## config.mk

```make
export PLATFORM = sky130hd
export DESIGN_NAME = rgn_rights_dec
export DESIGN_NICKNAME = d
export VERILOG_FILES = /design/src/rtl/rgn_chk_pkg.sv /design/src/rtl/rgn_rights_dec.sv
export SDC_FILE = /design/constraint.sdc
export NUM_CORES = 1
export LEC_CHECK = 0
export BUFFER_PORTS_ARGS = -buffer_cell sky130_fd_sc_hd__buf_4
export CORE_AREA = 2 2 39 41
export DETAILED_ROUTE_END_ITERATION = 6
export DIE_AREA = 0 0 41 43
export PLACE_DENSITY_LB_ADDON = 0.15
export SYNTH_ARGS = -nofsm -noshare
export SYNTH_HDL_FRONTEND = slang
export SYNTH_SLANG_ARGS = --single-unit
```

## constraint.sdc

```tcl
create_clock -name vclk -period 1.3
set_input_delay 0.065 -clock vclk [all_inputs]
set_output_delay 0.065 -clock vclk [all_outputs]
set_load 0.02 [all_outputs]
```

## src/rtl/rgn_chk_pkg.sv

```systemverilog
package rgn_chk_pkg;

    typedef enum logic [1:0] {
        KIND_READ  = 2'd0,
        KIND_WRITE = 2'd1,
        KIND_EXEC  = 2'd2,
        KIND_RSVD  = 2'd3
    } acc_kind_e;

    typedef enum logic [1:0] {
        CLS_NO_HIT = 2'd0,
        CLS_ONE    = 2'd1,
        CLS_MULTI  = 2'd2,
        CLS_RSVD   = 2'd3
    } fail_cls_e;

    typedef struct packed {
        logic rd;
        logic wr;
        logic ex;
    } perm_t;

    localparam int RIGHTS_W     = 32;
    localparam int PRIV_FIELD_W = 6;
    localparam int NORM_FIELD_W = 2;
    localparam int NORM_BASE    = 24;
    localparam int GRAN_BITS    = 5;

endpackage

```

## src/rtl/rgn_rights_dec.sv

```systemverilog
module rgn_rights_dec
    import rgn_chk_pkg::*;
#(
    parameter int NUM_PRIV    = 4,
    parameter int NUM_MASTERS = 8,
    parameter int MW          = 3
) (
    input  logic [RIGHTS_W-1:0] rights,
    input  logic [MW-1:0]       master,
    input  logic                super_mode,
    output perm_t               perm,
    output logic                pid_en
);

    typedef struct packed {
        perm_t perm;
        logic  pid_en;
    } dec_t;

    dec_t                    dec_d;
    logic [PRIV_FIELD_W-1:0] pfield;
    logic [NORM_FIELD_W-1:0] nfield;
    logic                    is_priv;
    logic [1:0]              sup_code;
    logic [2:0]              user_mask;

    always_comb begin
        pfield  = '0;
        nfield  = '0;
        is_priv = 1'b0;
        for (int m = 0; m < NUM_PRIV; m++) begin
            if (master == MW'(m)) begin
                pfield  = rights[m*PRIV_FIELD_W +: PRIV_FIELD_W];
                is_priv = 1'b1;
            end
        end
        for (int m = NUM_PRIV; m < NUM_MASTERS; m++) begin
            if (master == MW'(m)) begin
                nfield = rights[NORM_BASE + (m-NUM_PRIV)*NORM_FIELD_W +: NORM_FIELD_W];
            end
        end

        user_mask = pfield[2:0];
        sup_code  = pfield[4:3];
        dec_d     = '0;

        if (is_priv) begin
            dec_d.pid_en = pfield[5];
            if (!super_mode) begin
                dec_d.perm = '{rd: user_mask[2], wr: user_mask[1], ex: user_mask[0]};
            end else begin
                unique case (sup_code)
                    2'd0:    dec_d.perm = '{rd: 1'b1, wr: 1'b1, ex: 1'b1};
                    2'd1:    dec_d.perm = '{rd: 1'b1, wr: 1'b0, ex: 1'b1};
                    2'd2:    dec_d.perm = '{rd: 1'b1, wr: 1'b1, ex: 1'b0};
                    default: dec_d.perm = '{rd: user_mask[2], wr: user_mask[1], ex: user_mask[0]};
                endcase
            end
        end else begin
            dec_d.perm = '{rd: nfield[1], wr: nfield[0], ex: 1'b0};
        end
    end

    assign perm   = dec_d.perm;
    assign pid_en = dec_d.pid_en;

    always_comb begin

        if (master >= MW'(NUM_PRIV)) begin
            norm_no_exec_chk: assert (!perm.ex && !pid_en)
                else $error("narrow-field master obtained execute or tag enable");
        end

        if (super_mode && master < MW'(NUM_PRIV) && rights[master*PRIV_FIELD_W + 3 +: 2] == 2'd0) begin
            sup_full_chk: assert (perm == 3'b111)
                else $error("supervisor code 0 did not give full rights");
        end
    end

endmodule

```

# Word level (Yosys, flattened, before mapping)
# Index checks and enable logic that the tools add are counted.
[op_classes]
n_mux = 16
eq_ne = 9
n_reduce_logical = 2
[ops]
columns = ["operator", "count"]
rows = [
  ["two-way mux 6 bit", 4],
  ["== test 3 bit (second input constant)", 4],
  ["one-hot mux 3 bit (3 select lines)", 1],
  ["two-way mux 2 bit", 4],
  ["== test 3 x 2 -> 1 bit (second input constant)", 2],
  ["two-way mux 3 bit", 2],
  ["two-way mux 1 bit", 5],
  ["== test 3 x 1 -> 1 bit (second input constant)", 1],
  ["logical NOT 3 bit", 1],
  ["== test 2 x 1 -> 1 bit (second input constant)", 1],
  ["== test 2 bit (second input constant)", 1],
  ["logical NOT 2 bit", 1],
]
[totals]
wordCells = 27
out_inout_bits = 4
regBits = 0
inputBits = 36

# Longest topological paths before layout
[logic_depth]
word_depth = 9
mapped_depth = 5
ltp_nobuf = 4

# Least setup slack after synthesis
# OpenSTA, ideal clock, no wires.
[synth_path]
path_type = "input -> output"
startpoint = "in master[2]"
endpoint = "out perm[1] (netlist bit)"
cell_stages = 4
arrival_time_ns = 1.144
slack_ns = 0.091
n_path_buf = 0
required_ns = 1.235
cell_sequence = "or3b_1 a32o_1 nand2b_1 a21oi_1"
[synth_lines]
columns = ["item", "line", "text"]
rows = [
  ["start, declared", "rgn_rights_dec.sv:9", "input logic [MW-1:0] master,"],
  ["end, declared", "rgn_rights_dec.sv:11", "output perm_t perm,"],
]

==> results.md <==
* Core ar. at 1384 sq um
* Die area at 1763 sq um
* Initial antenna violation count at 0
* Multi-input logic area at 291.5 sq um
* Routed wire length at 971 um
* Fin util at 0.4747
* Maximum VDD drop at 113.7 uV
* Initial core utilization at 0.2080
* Max Cap Viol at 0
* I/O pin cnt at 40
* Die W at 41 um
* Vias in the first global route at 365
* FFs & Latches at 0
* Fmax at 0.7752 GHz
* PD cells at 350.7 nW/um^2
* Required time of the worst setup path at 1.24 ns
* Outcome: complete, no violations
* All-Layer GR Usage at 0.1153
* Netlist Area Pre-Place at 287.8 sq um
* CLK BUF at 0
* Min setup slack post-route at 0.01005 ns
* Syn Nets at 64
* Via count at 400
* FP Rows at 14
* PortBufs at 40
* Rel. slew slack at 0.8751
* Slew @ Worst Pin at 0.1858 ns
* Hpwl dp at 856.3 um
* Peak fanout along the critical path at 3
* DRT antenna net count at 0
* Layout cells sized above 1 at 0.7857
* Post-synthesis cell count at 28
* Worst slack, placed at -0.03888 ns
* Largest net degree at the start of global routing at 8
* RSZ-0062 raised after global routing: true
* Synth-to-layout area growth at 128.3%
* Hold Violations, Final at 0
* GR Overflow Total at 0
* Share of the synthesized area in the top cell type at 0.4696
* Post-Synthesis Mean Instance Area at 10.28 sq um
* TritonRoute pass-1 iters at 1
* Final setup violation count at 0
* GP Congestion at 0.6390
* First-pass GRT wire length at 1.490 mm
* Critical Path End Type: primary output
* DR vias/cell at 4.651
* Pleak at 0.0003261 uW
* Max-slew violations at 0
* Worst Hold Class: in -> out
* Initial DRC count at 0
* YS warnings at 0
* Yosys top cell by area: mux4_2
* Die height at 43 um
* Sequential area share after synthesis at 0
* Final worst path period need at 1.290 ns
* Inserted Diodes at 0
* Cell variety after synth at 18
* Period utilization at 0.9923
* Drt drc at 0
* Worst Setup Start Kind: input port
* Kind of critical path: in -> out
* CP Data Arrival Time at 1.22 ns
* Layout filler cell count at 138
* Synth top area cells: mux4_2 47%, a32o_1 7.0%, mux2i_1 7.0%
* Final #Nets at 108
* Reg area at 0 sq um
* Drt wl/cell at 11.29 um
* Hold buffer count at CTS at 0
[worst max-delay path: stages]
cell and delay, ns:
buf_8 0.10, or3b_1 0.36, a32o_2 0.29, nand2b_4 0.14
a21oi_2 0.12, buf_4 0.15
[timing repair]
| item | in CTS | in global routing |
|---|---|---|
| gates resized for setup | 3 | 4 |
| cloned | 0 | 0 |
| buffers inserted | 0 | 0 |
| setup endpoints to repair | 2 | 3 |
| pin swaps | 1 | 3 |
[metrics by stage]
step | hold slack, ns | cells | total power [uW] | instance area (sq um) | TNS [ns]
after global routing | 0.5908 | 86 | 249.6 | 656.9 | -0.1033
after CTS | 0.5643 | 86 | 223.9 | 640.6 | -0.007862
after floorplan | 0.2586 | 28 | 98.85 | 287.8 | 0
after global placement | 0.5580 | 86 | 217.4 | 626.9 | -0.04850
final | 0.5574 | 86 | 230.4 | 656.9 | 0
after detailed placement | 0.5570 | 86 | 218.2 | 626.9 | -0.04006
[where the power goes]
part | switching, uW | internal, uW
Sequential | 0 | 0
Combinational | 77.2 | 153
Clock | 0 | 0
[Yosys cell counts]
cell type  count
a21oi_1        2
a32o_1         2
and2_1         1
and2b_1        1
buf_4          1
clkbuf_1       1
inv_1          1
mux2i_1        2
mux4_2         6
nand2_1        1
nand2b_1       2
nand3b_1       1
nor2_1         1
nor2b_1        2
nor2b_2        1
nor4_1         1
o21ba_1        1
or3b_1         1
[cells in the final DEF (no fill, tap or decap)]
master and n:
nor4_2 1, nor2b_2 1, nand3b_1 1, a21oi_2 1
nand2b_4 1, nor2b_1 2, buf_4 42, mux4_2 6
and2b_1 1, a32o_1 1, and2_1 1, or3b_1 1
buf_8 1, a21oi_1 1, o21ba_1 1, nor2_1 1
nand2b_1 1, mux2i_1 2, buf_6 1, inv_1 1
nand2_1 1, a32o_2 1
[worst paths after layout]
kind / cells after the start / startpoint / slack [ns] / endpoint
min: 4 / master[2] / 0.56 / perm[2]
max: 6 / master[0] / 0.01 / perm[1]
[cells by family after synthesis]
family / Yosys count / share of synthesized area
AOI/OAI and AO/OA: 5 / 0.1391
and+or+nand+nor: 12 / 0.2696
buffers and inverters: 3 / 0.05216
muxes: 8 / 0.5391
[per-layer routing]
layer	track usage	wire (um)	vias to the layer above
li1	-	-	199
met1	0.1612	348	175
met3	0.01571	157	0
met4	0	0	0
met5	0	0	-
met2	0.1938	465	26
[area by class of cell]
| type | instances | share of cell area |
|---|---|---|
| inverters | 1 | 0.005714 |
| well taps | 16 | 0.03048 |
| repair buffers | 44 | 0.5200 |
| multi-input cells | 25 | 0.4438 |
(Power assumes the default switching activity.)
